--- config.mk ---
export PLATFORM = sky130hd
export DESIGN_NAME = emmc_boot_monitor
export DESIGN_NICKNAME = d
export VERILOG_FILES = /design/src/rtl/emmc_boot_pkg.sv /design/src/rtl/emmc_boot_wait_timer.sv /design/src/rtl/emmc_boot_deser.sv /design/src/rtl/emmc_boot_irq_bank.sv /design/src/rtl/emmc_boot_monitor.sv
export SDC_FILE = /design/constraint.sdc
export NUM_CORES = 1
export LEC_CHECK = 0
export BUFFER_PORTS_ARGS = -buffer_cell sky130_fd_sc_hd__clkbuf_2
export CAP_MARGIN = 5
export CORE_UTILIZATION = 62
export DETAILED_ROUTE_END_ITERATION = 16
export GPL_TIMING_DRIVEN = 0
export PLACE_DENSITY_LB_ADDON = 0.2
export REMOVE_ABC_BUFFERS = 1
export SKIP_LAST_GASP = 1
export SLEW_MARGIN = 20
export SYNTH_ARGS = -nofsm -noshare
export SYNTH_HDL_FRONTEND = slang
export SYNTH_SLANG_ARGS = --single-unit
--- constraint.sdc ---
create_clock -name clk -period 5.6 [get_ports clk]
set_clock_uncertainty 0.15 [all_clocks]
set_input_delay 1.12 -clock clk [delete_from_list [all_inputs] [get_ports clk]]
set_output_delay 1.12 -clock clk [all_outputs]
set_load 0.1 [all_outputs]
--- src/rtl/emmc_boot_pkg.sv ---
package emmc_boot_pkg;

    typedef enum logic [2:0] {
        ST_IDLE     = 3'd0,
        ST_ACK_WAIT = 3'd1,
        ST_ACK_BITS = 3'd2,
        ST_ACK_END  = 3'd3,
        ST_BLK_WAIT = 3'd4,
        ST_DATA     = 3'd5,
        ST_DATA_END = 3'd6
    } mon_state_e;

    localparam int IRQ_N    = 6;
    localparam int IRQ_ACK  = 0;
    localparam int IRQ_BDS  = 1;
    localparam int IRQ_SBE  = 2;
    localparam int IRQ_EBE  = 3;
    localparam int IRQ_BTO  = 4;
    localparam int IRQ_DRTO = 5;

    localparam int BYTE_BITS = 8;
    localparam int ACK_BITS  = 3;
    localparam logic [ACK_BITS-1:0] ACK_PATTERN = 3'b010;

endpackage

--- src/rtl/emmc_boot_wait_timer.sv ---
module emmc_boot_wait_timer #(
    parameter int TO_W = 24
) (
    input  logic            clk,
    input  logic            rst_n,
    input  logic            hold_zero,
    input  logic            tick,
    input  logic [TO_W-1:0] limit,
    output logic            expire
);

    logic [TO_W-1:0] cnt_d, cnt_q;
    logic [TO_W:0]   cnt_inc;

    always_comb begin
        cnt_inc = {1'b0, cnt_q} + {{TO_W{1'b0}}, 1'b1};
        expire  = tick && !hold_zero && (limit != '0) && (cnt_inc == {1'b0, limit});
        cnt_d   = cnt_q;
        if (hold_zero || expire) begin
            cnt_d = '0;
        end else if (tick) begin
            cnt_d = cnt_inc[TO_W-1:0];
        end
    end

    always_ff @(posedge clk or negedge rst_n) begin
        if (!rst_n) begin
            cnt_q <= '0;
        end else begin
            cnt_q <= cnt_d;
        end
    end

endmodule

--- src/rtl/emmc_boot_deser.sv ---
module emmc_boot_deser
    import emmc_boot_pkg::*;
(
    input  logic                 clk,
    input  logic                 rst_n,
    input  logic                 clear,
    input  logic                 shift,
    input  logic                 bit_in,
    output logic                 byte_done,
    output logic [BYTE_BITS-1:0] rx_byte,
    output logic                 rx_valid
);

    localparam int BIT_CW = $clog2(BYTE_BITS);
    localparam logic [BIT_CW-1:0] LAST_BIT = BIT_CW'(BYTE_BITS - 1);

    typedef struct packed {
        logic [BYTE_BITS-1:0] sh;
        logic [BIT_CW-1:0]    bcnt;
        logic [BYTE_BITS-1:0] out;
        logic                 valid;
    } deser_regs_t;

    deser_regs_t r_d, r_q;
    logic [BYTE_BITS-1:0] sh_next;

    always_comb begin
        r_d       = r_q;
        r_d.valid = 1'b0;
        sh_next   = {r_q.sh[BYTE_BITS-2:0], bit_in};
        byte_done = shift && (r_q.bcnt == LAST_BIT);
        if (clear) begin
            r_d.sh   = '0;
            r_d.bcnt = '0;
        end else if (shift) begin
            r_d.sh = sh_next;
            if (byte_done) begin
                r_d.bcnt  = '0;
                r_d.out   = sh_next;
                r_d.valid = 1'b1;
            end else begin
                r_d.bcnt = r_q.bcnt + 1'b1;
            end
        end
    end

    always_ff @(posedge clk or negedge rst_n) begin
        if (!rst_n) begin
            r_q <= '0;
        end else begin
            r_q <= r_d;
        end
    end

    assign rx_byte  = r_q.out;
    assign rx_valid = r_q.valid;

endmodule

--- src/rtl/emmc_boot_irq_bank.sv ---
module emmc_boot_irq_bank #(
    parameter int N = 6
) (
    input  logic         clk,
    input  logic         rst_n,
    input  logic [N-1:0] set,
    input  logic [N-1:0] clr,
    output logic [N-1:0] flags
);

    logic [N-1:0] flag_d, flag_q;

    for (genvar i = 0; i < N; i++) begin : g_flag
        assign flag_d[i] = set[i] | (flag_q[i] & ~clr[i]);
    end

    always_ff @(posedge clk or negedge rst_n) begin
        if (!rst_n) begin
            flag_q <= '0;
        end else begin
            flag_q <= flag_d;
        end
    end

    assign flags = flag_q;

endmodule

--- src/rtl/emmc_boot_monitor.sv ---
module emmc_boot_monitor
    import emmc_boot_pkg::*;
#(
    parameter int BLOCK_BYTES = 512,
    parameter int TO_W        = 24
) (
    input  logic                 clk,
    input  logic                 rst_n,
    input  logic                 abort,
    input  logic                 boot_start,
    input  logic                 expect_ack,
    input  logic                 sample_en,
    input  logic                 dat_in,
    input  logic [TO_W-1:0]      boot_timeout,
    input  logic [TO_W-1:0]      gap_timeout,
    input  logic [IRQ_N-1:0]     irq_clr,
    output logic [IRQ_N-1:0]     irq,
    output logic [BYTE_BITS-1:0] rx_byte,
    output logic                 rx_valid
);

    localparam int BC_W = (BLOCK_BYTES > 1) ? $clog2(BLOCK_BYTES) : 1;
    localparam logic [BC_W-1:0] LAST_BYTE = BC_W'(BLOCK_BYTES - 1);
    localparam logic [1:0] LAST_ACK_BIT = 2'(ACK_BITS - 1);

    typedef struct packed {
        mon_state_e           state;
        logic                 ack_mode;
        logic                 first_blk;
        logic                 seen_high;
        logic                 first_smp;
        logic [1:0]           ack_cnt;
        logic [ACK_BITS-1:0]  ack_pat;
        logic [BC_W-1:0]      byte_cnt;
    } mon_regs_t;

    mon_regs_t r_d, r_q;

    logic [IRQ_N-1:0] irq_set;
    logic             start_ok;
    logic             timer_tick;
    logic             timer_hold;
    logic             timer_hit;
    logic [TO_W-1:0]  timer_limit;
    logic             sh_clear;
    logic             sh_shift;
    logic             byte_done;

    // A qualified start bit: low sample after an idle-high sample.
    assign start_ok    = sample_en && !dat_in && r_q.seen_high;
    assign timer_hold  = (r_q.state != ST_BLK_WAIT);
    assign timer_limit = r_q.first_blk ? boot_timeout : gap_timeout;
    assign timer_tick  = sample_en && !abort && (r_q.state == ST_BLK_WAIT) && !start_ok
                         && !(r_q.first_blk && r_q.ack_mode);
    assign sh_clear    = (r_q.state != ST_DATA);
    assign sh_shift    = sample_en && !abort && (r_q.state == ST_DATA);

    emmc_boot_wait_timer #(
        .TO_W (TO_W)
    ) u_timer (
        .clk       (clk),
        .rst_n     (rst_n),
        .hold_zero (timer_hold),
        .tick      (timer_tick),
        .limit     (timer_limit),
        .expire    (timer_hit)
    );

    emmc_boot_deser u_deser (
        .clk       (clk),
        .rst_n     (rst_n),
        .clear     (sh_clear),
        .shift     (sh_shift),
        .bit_in    (dat_in),
        .byte_done (byte_done),
        .rx_byte   (rx_byte),
        .rx_valid  (rx_valid)
    );

    emmc_boot_irq_bank #(
        .N (IRQ_N)
    ) u_irq (
        .clk   (clk),
        .rst_n (rst_n),
        .set   (irq_set),
        .clr   (irq_clr),
        .flags (irq)
    );

    always_comb begin
        r_d     = r_q;
        irq_set = '0;

        unique case (r_q.state)
            ST_IDLE: begin
                if (boot_start) begin
                    r_d.ack_mode  = expect_ack;
                    r_d.first_blk = 1'b1;
                    r_d.seen_high = 1'b0;
                    r_d.first_smp = 1'b1;
                    r_d.ack_cnt   = '0;
                    r_d.byte_cnt  = '0;
                    r_d.state     = expect_ack ? ST_ACK_WAIT : ST_BLK_WAIT;
                end
            end

            ST_ACK_WAIT: begin
                if (sample_en) begin
                    if (dat_in) begin
                        r_d.seen_high = 1'b1;
                    end else if (r_q.seen_high) begin
                        r_d.ack_cnt = '0;
                        r_d.state   = ST_ACK_BITS;
                    end
                end
            end

            ST_ACK_BITS: begin
                if (sample_en) begin
                    r_d.ack_pat = {r_q.ack_pat[ACK_BITS-2:0], dat_in};
                    r_d.ack_cnt = r_q.ack_cnt + 2'd1;
                    if (r_q.ack_cnt == LAST_ACK_BIT) begin
                        r_d.state = ST_ACK_END;
                    end
                end
            end

            ST_ACK_END: begin
                if (sample_en) begin
                    irq_set[IRQ_ACK] = dat_in && (r_q.ack_pat == ACK_PATTERN);
                    r_d.seen_high    = 1'b0;
                    r_d.first_smp    = 1'b1;
                    r_d.state        = ST_BLK_WAIT;
                end
            end

            ST_BLK_WAIT: begin
                if (sample_en) begin
                    r_d.first_smp = 1'b0;
                    if (dat_in) begin
                        r_d.seen_high = 1'b1;
                    end else if (start_ok) begin
                        irq_set[IRQ_BDS] = r_q.first_blk;
                        r_d.first_blk    = 1'b0;
                        r_d.byte_cnt     = '0;
                        r_d.state        = ST_DATA;
                    end else if (r_q.first_smp) begin
                        irq_set[IRQ_SBE] = 1'b1;
                    end
                end
                if (timer_hit) begin
                    if (r_q.first_blk) begin
                        irq_set[IRQ_BTO] = 1'b1;
                        r_d.state        = ST_IDLE;
                    end else begin
                        irq_set[IRQ_DRTO] = 1'b1;
                    end
                end
            end

            ST_DATA: begin
                if (byte_done) begin
                    if (r_q.byte_cnt == LAST_BYTE) begin
                        r_d.state = ST_DATA_END;
                    end else begin
                        r_d.byte_cnt = r_q.byte_cnt + 1'b1;
                    end
                end
            end

            ST_DATA_END: begin
                if (sample_en) begin
                    irq_set[IRQ_EBE] = !dat_in;
                    r_d.seen_high    = 1'b0;
                    r_d.first_smp    = 1'b1;
                    r_d.state        = ST_BLK_WAIT;
                end
            end

            default: begin
                r_d.state = ST_IDLE;
            end
        endcase

        if (abort) begin
            r_d       = r_q;
            r_d.state = ST_IDLE;
            irq_set   = '0;
        end
    end

    always_ff @(posedge clk or negedge rst_n) begin
        if (!rst_n) begin
            r_q <= '0;
        end else begin
            r_q <= r_d;
        end
    end

endmodule

==> metrics.md, run 1 <==
| Metric | Value |
|---|---|
| Status | `finished, final reports clean` |
| Dpl cells | `666` |
| Routed vias | `4077` |
| Port-buffer cells | `75` |
| CP arrival | `3.80 ns` |
| DRC Markers | `0` |
| Startpoint Class | `primary input` |
| Clock sink total | `70` |
| Max-Cap Viols | `0` |
| Worst-Margin Slew | `0.829 ns` |
| Synth Instances | `528` |
| Synth top area share | `37.1%` |
| Crit path max fanout | `15` |
| Cell Chain, Critical Path | `clkbuf_2 -> or3_1 -> a2111oi_4 -> buf_4 -> and4_1 -> nand4_1 -> nor4_4 -> buf_8 -> nor3_1` |
| Capturing element type of the critical path | `flop` |
| Most frequent cell after synthesis | `dfrtp_1` |
| GRT overflow | `0` |
| Vias in the first global route | `3799` |
| Maximum vdd ir drop | `0.136 mV` |
| TNS Setup | `0 ns` |
| Worst Setup EP | `u_timer.cnt_q[12]$_DFFE_PN0P_` |
| I/O pins | `76` |
| Clk Latency, worst-skew pair | `0.35 ns` |
| R2R Path End | `u_timer.cnt_q[12]$_DFFE_PN0P_` |
| Area grow syn2layout | `11.9%` |
| Synth top area cells | `dfrtp_1 (37%), xnor2_1 (5.9%), mux2i_1 (5.7%)` |
| Critical path required time | `5.65 ns` |
| Inserted Clock Buffers | `9` |
| Post-Syn Area | `0.00472 mm2` |
| Wire length per cell after detailed routing | `15.6 um` |
| Chip height | `89.2 um` |
| Pwr Density | `236 mW/mm2` |
| Core area | `0.00729 mm2` |
| GR Util All Layers | `28.4%` |
| Crit path from | `abort` |
| Hold Buf Count CTS | `0` |
| Asr flop ratio synth | `100%` |
| Row cnt | `31` |
| Area of the multi-input gates | `0.00274 mm2` |
| Nets@finish | `645` |
| Fill cells | `585` |
| Fin crit share | `67.0%` |
| Critical-path top delay cell | `nor4_4` |
| Yosys warning count | `0` |
| Post-synth top cells | `dfrtp_1 (70), nand2_1 (59), nor3_1 (38)` |
| R2R setup slack | `1.90 ns` |
| Final Setup Violations | `0` |
| First-pass GRT wire length | `17300 um` |
| Worst hold-check path type | `flop to flop` |
| Clock tree buffer depth | `2` |
| Syn_area_per_cell | `8.93 um2` |
| N_diodes | `0` |
| Final instance area | `0.00528 mm2` |
| Initial antenna violation count | `0` |
| Worst r2r src | `u_timer.cnt_q[0]$_DFFE_PN0P_` |
| Share of layout cells above drive strength 1 | `19.7%` |
| Total power | `1.25 mW` |
| Fmax | `267 MHz` |
| Final Max Tran Viols | `0` |
| PostCTS Resize Cnt | `0` |
| R2R depth | `9` |
| Slew margin rel. | `44.7%` |
| Worst-path clk slew | `0.08 ns` |
| Netlist cell types | `56` |
| Ys flop type | `dfrtp_1` |
| Endpoints failing hold | `0` |
| DR iter-0 viols | `146` |
| Starting Density | `64.7%` |
| Crit-path max cell delay | `0.63 ns` |
| Clk Tree Root Cell | `clkbuf_8` |
| Pin count of the biggest net entering global routing | `47` |
| CTS tree | `built` |
| Die width | `89.2 um` |
| Leakage | `2.36 nW` |
| RePlAce Congestion | `0.876` |
| Number of antenna-violating nets in the routed design | `0` |
| Placed Area | `0.00508 mm2` |
| Sequential cell area | `0.00175 mm2` |
| Post-detailed-route via-to-cell ratio | `5.98` |
| Post-synth EDFFs | `0` |
| Largest area contributor in the netlist | `dfrtp_1` |
| DRT Pass-1 Iters | `4` |
| Final wirelength | `10600 um` |
| Postcts setup bufs | `0` |
| Critical Setup Path Class | `primary input to flop` |
| H-tree levels | `3` |
| Hold path depth | `1` |
| Seq/Total Area, Yosys | `37.1%` |
| Die footprint | `0.00796 mm2` |
| Synth Register Bits | `70` |
| RSZ-0062 raised after global routing | `no` |
| Detailed Place HPWL | `7890 um` |
| Non-filler cells, final | `682` |
| Min Tclk post-route | `3.75 ns` |
-- cells by family (layout without fill, tap and decap cells) --
kind of cell / count (synthesis) / in the layout / share of synthesized area (%)
AO/OA/AOI/OAI: 74 / 74 / 9.47
XOR/XNOR: 61 / 61 / 11.9
buffers and inverters: 48 / 103 / 5.09
AND/OR/NAND/NOR: 230 / 230 / 26.2
flip-flops: 70 / 70 / 37.1
multiplexers: 39 / 39 / 8.59
adder cells (fa/ha/maj): 6 / 6 / 1.59
-- critical path, delay by kind of cell --
kind / cells / cell delay, ns
compound gates: 1 / 0.41
buf+inv: 3 / 0.71
simple gates: 5 / 1.57
-- how the worst min path moves through the flow --
| stage | endpoint | slack, ns | from |
|---|---|---|---|
| floorplan | r_q[7]$_DFFE_PN0P_ | 0.29 | r_q[7]$_DFFE_PN0P_ |
| global placement | r_q[7]$_DFFE_PN0P_ | 0.31 | r_q[7]$_DFFE_PN0P_ |
| detailed placement | r_q[7]$_DFFE_PN0P_ | 0.31 | r_q[7]$_DFFE_PN0P_ |
| CTS | r_q[7]$_DFFE_PN0P_ | 0.33 | r_q[7]$_DFFE_PN0P_ |
| global route | r_q[7]$_DFFE_PN0P_ | 0.35 | r_q[7]$_DFFE_PN0P_ |
| finish | r_q[7]$_DFFE_PN0P_ | 0.33 | r_q[7]$_DFFE_PN0P_ |
-- stage by stage --
stage | util (%) | hold slack (ns) | setup slack (ns)
floorplan | - | 0.287 | 1.52
global placement | 68.7 | 0.313 | 0.340
detailed placement | 69.6 | 0.311 | 1.48
CTS | 72.4 | 0.329 | 1.86
global route | 72.4 | 0.353 | 1.68
finish | 72.4 | 0.331 | 1.85
-- layer usage --
| metal | part of all wire (%) | vias to the layer above | routed length (um) | track usage [%] |
|---|---|---|---|---|
| met1 | 44 | 1936 | 4680 | 36.0 |
| met4 | 1.5 | 0 | 157 | 10.7 |
| met2 | 50 | 142 | 5280 | 48.4 |
| li1 | - | 1983 | - | - |
| met5 | 0 | - | 0 | 0 |
| met3 | 4.8 | 16 | 507 | 5.17 |
-- flip-flops by register name, summed over array words and instances, names as in the netlist --
signal and count:
u_deser.rx_byte 8, u_irq.flags 6, u_deser.r_q 10, u_timer.cnt_q 24
r_q 21, u_deser.rx_valid 1
-- cell type report --
cell class,instances,share of cell area (%)
clock buffers,9,2.35
repair buffers,78,8.11
inverters,9,0.640
clock inverters,7,1.49
flip-flops and latches,70,33.2
multi-input cells,410,51.9
well taps,99,2.35
-- placed cells by master, fill, tap and decap left out, drive strengths merged, types with 16 or more instances in the layout --
cell type	count
a21oi	21
clkbuf	84
dfrtp	70
mux2i	27
nand2	59
nand4	17
nor2	29
nor3	38
nor4	16
o21ai	25
xnor2	32
xor2	27
-- report_power, final --
part	total (mW)	switching [mW]	leakage [nW]	internal, mW
registers	0.573	0.0465	0.963	0.527
logic	0.244	0.146	1.29	0.0985
clock network	0.429	0.218	0.105	0.211
Power figures use the tool's default switching activity.
==> run 2, diff against run 1 <==
--- a/config.mk
+++ b/config.mk
@@ -7,7 +7,7 @@
 export LEC_CHECK = 0
 export BUFFER_PORTS_ARGS = -buffer_cell sky130_fd_sc_hd__clkbuf_2
 export CAP_MARGIN = 5
-export CORE_UTILIZATION = 62
+export CORE_UTILIZATION = 52
 export DETAILED_ROUTE_END_ITERATION = 16
 export GPL_TIMING_DRIVEN = 0
 export PLACE_DENSITY_LB_ADDON = 0.2
==> constraint.sdc (replaced) <==
create_clock -name clk -period 3.3 [get_ports clk]
set_clock_uncertainty 0.15 [all_clocks]
set_input_delay 0.66 -clock clk [delete_from_list [all_inputs] [get_ports clk]]
set_output_delay 0.66 -clock clk [all_outputs]
set_load 0.1 [all_outputs]
==> run 2 against run 1 <==
  * Clock power is 81% higher
  * Global-route usage is 5.1 points lower
  * Setup slack worse by 1.8 ns
  * Die area is 19% higher
  * Sequential cell count stayed put
  * Wire length is 0.30% lower
  * Largest cell class unchanged
  * Hold slack worse by 0.20 ns
  * Final area is 1.6% higher
  * Clock-buffer cell count is 1 higher
  * Sequential share of layout area is 0.37 points lower
  * Combinational power is 69% higher
==> metrics.md, run 2 (synthesis results as in run 1) <==
| Metric | Value |
|---|---|
| Status | `finished, final reports clean (unchanged)` |
| Row cnt | `34 (was 31)` |
| Inserted Clock Buffers | `9 (unchanged)` |
| Post-detailed-route via-to-cell ratio | `5.92 (was 5.98)` |
| Core area | `0.00876 mm2 (was 0.00729 mm2)` |
| Non-filler cells, final | `693 (was 682)` |
| Pint | `1.51 mW (was 0.837 mW)` |
| Port-buffer cells | `75 (unchanged)` |
| Initial antenna violation count | `0 (unchanged)` |
| Leading cell type in the layout, fill and taps excluded | `clkbuf_2 (unchanged)` |
| I/O pins | `76 (unchanged)` |
| Starting Density | `53.8% (was 64.7%)` |
| Clk Tree Root Cell | `clkbuf_8 (unchanged)` |
| CP arrival | `3.26 ns (was 3.80 ns)` |
| Wire length per cell after detailed routing | `15.3 um (was 15.6 um)` |
| Sw Pwr | `0.658 mW (was 0.410 mW)` |
| Die footprint | `0.00946 mm2 (was 0.00796 mm2)` |
| Final Setup Violations | `0 (unchanged)` |
| Maximum vdd ir drop | `0.239 mV (was 0.136 mV)` |
| Slew margin rel. | `54.8% (was 44.7%)` |
| Most flop-heavy register | `u_timer.cnt_q (unchanged)` |
| R2R setup slack | `0.09 ns (was 1.90 ns)` |
| Hold Slack | `0.130 ns (was 0.331 ns)` |
| Vias in the first global route | `3777 (was 3799)` |
| Worst hold-check path type | `primary input to asynchronous set/reset pin (was flop to flop)` |
| Final instance area | `0.00536 mm2 (was 0.00528 mm2)` |
| Final Max Tran Viols | `0 (unchanged)` |
| Final wirelength | `10600 um (about the same)` |
| Clock share of power | `35.9% (was 34.4%)` |
| Most frequent cells in the layout | `clkbuf_2 (74), dfrtp_1 (65), nand2_1 (59) (was clkbuf_2 (74), dfrtp_1 (69), nand2_1 (59))` |
| Area grow syn2layout | `13.7% (was 11.9%)` |
| Fmax | `312 MHz` |
| Pwr Density | `404 mW/mm2 (was 236 mW/mm2)` |
| Placed Area | `0.00507 mm2 (was 0.00508 mm2)` |
| RSZ-0062 raised after global routing | `yes (was no)` |
| Endpoints failing hold | `0 (unchanged)` |
| Critical path required time | `3.35 ns (was 5.65 ns)` |
| Worst-path clk slew | `0.08 ns (about the same)` |
| DR iter-0 viols | `167 (was 146)` |
| GRT overflow | `0 (unchanged)` |
| Critical Setup Path Class | `flop to flop (was primary input to flop)` |
| Crit path max fanout | `15 (unchanged)` |
| Total power | `2.16 mW (was 1.25 mW)` |
| Clk Latency, worst-skew pair | `0.34 ns (was 0.35 ns)` |
| First-pass GRT wire length | `18000 um (was 17300 um)` |
| Combinational power share | `19.0% (was 19.6%)` |
| GR Util All Layers | `23.3% (was 28.4%)` |
| Capturing element type of the critical path | `flop (unchanged)` |
| CTS tree | `built (unchanged)` |
| Nets@finish | `647 (was 645)` |
| Hold Buf Count CTS | `0 (unchanged)` |
| DRC Markers | `0 (unchanged)` |
| Number of antenna-violating nets in the routed design | `0 (unchanged)` |
| Clock sink total | `70 (unchanged)` |
| N_diodes | `0 (unchanged)` |
| Dpl cells | `675 (was 666)` |
| Max reg flops | `24 (unchanged)` |
| Pin count of the biggest net entering global routing | `42 (was 47)` |
| Worst-Margin Slew | `0.672 ns (was 0.829 ns)` |
| Routed vias | `4104 (was 4077)` |
| Detailed Place HPWL | `7860 um (was 7890 um)` |
| H-tree levels | `3 (unchanged)` |
| Startpoint Class | `flop (was primary input)` |
| Register share of total power | `45.1% (was 46.0%)` |
| Max-Cap Viols | `0 (unchanged)` |
| Clock tree buffer depth | `2 (unchanged)` |
| RePlAce Congestion | `0.899 (was 0.876)` |
| DRT Pass-1 Iters | `4 (unchanged)` |
| Chip height | `97.2 um (was 89.2 um)` |
| Biggest regs | `u_timer.cnt_q: 24 flops, r_q: 21 flops, u_deser.r_q: 10 flops (unchanged)` |
| Fin crit share | `97.2%` |
| Setup slack after layout | `0.0919 ns (was 1.85 ns)` |
| Pre-CTS WS | `-0.488 ns (was 1.48 ns)` |
| Share of layout cells above drive strength 1 | `21.5% (was 19.7%)` |
| Sw Ratio | `30.4% (was 32.9%)` |
| Min Tclk post-route | `3.21 ns` |
| Die width | `97.2 um (was 89.2 um)` |
| Leakage | `2.38 nW (was 2.36 nW)` |
## run 2: cell count changes in the layout (fill, tap and decap cells not counted), moves of 2 or more
cell        previous run  this run
buf_6                  0         3
clkinvlp_4             0         2
dfrtp_1               69        65
dfrtp_2                1         4
clkinv_4               2         0
inv_6                  3         0
## run 2: final timing paths
check                                        startpoint                             to  depth (start not counted)
setup reg to reg           u_timer.cnt_q[0]$_DFFE_PN0P_  u_timer.cnt_q[11]$_DFFE_PN0P_                          9
hold reg to reg                      r_q[7]$_DFFE_PN0P_             r_q[7]$_DFFE_PN0P_                          1
max in group asynchronous                         rst_n            r_q[16]$_DFFE_PN0P_                          2
min in group clk                     r_q[7]$_DFFE_PN0P_             r_q[7]$_DFFE_PN0P_                          1
setup / recovery           u_timer.cnt_q[0]$_DFFE_PN0P_  u_timer.cnt_q[11]$_DFFE_PN0P_                          9
hold / removal                                    rst_n    u_deser.r_q[18]$_DFFE_PN0P_                          1
## run 2: what timing repair did
action	in CTS	in global routing
pin swaps	1	1
hold endpoints to repair	0	0
endpoints found under the setup margin	26	34
gates resized for setup	7	7
setup buffers	1	1
## run 2: metrics by stage
stage,utilization [%],TNS (ns)
floorplan,-,-7.84
global placement,57.3,-42.86
detailed placement,57.9,-11.88
CTS,60.8,0
global route,61.2,-1.42
finish,61.2,0
## run 2: power groups by stage
stage                     sequential, mW  clock [mW]  combinational [mW]
after floorplan                    0.981           0               0.261
after global placement             0.983           0               0.395
after detailed placement           0.989           0               0.411
after CTS                          0.974       0.793               0.414
after global routing               0.985       0.829               0.464
final                              0.976       0.776               0.412
## run 2: final cells by class
type | count | area (um2)
fill | 771 | 3400
multi-input combinational | 410 | 2770
sequential | 70 | 1760
timing repair buffer | 80 | 439
clock buffer | 10 | 138
tap | 108 | 135
clock inverter | 6 | 85.1
inverter | 9 | 33.8
## run 2: critical path: stages, from the launching register on
cell and delay, ns:
dfrtp_2 0.41, ha_1 0.23, nand3_2 0.19, or4_4 0.49
o31a_1 0.32, or2_1 0.24, or4_4 0.45, nor4_4 0.29
buf_6 0.21, nor3_1 0.07
## run 2: metal layers
layer | GRT usage [%] | share of wire [%] | wire [um] | vias to the layer above
met5 | 0 | 0 | 0 | -
met3 | 3.02 | 4.4 | 468 | 20
li1 | - | - | - | 1984
met1 | 30.7 | 46 | 4840 | 1968
met4 | 10.6 | 2.0 | 210 | 0
met2 | 38.2 | 48 | 5070 | 132
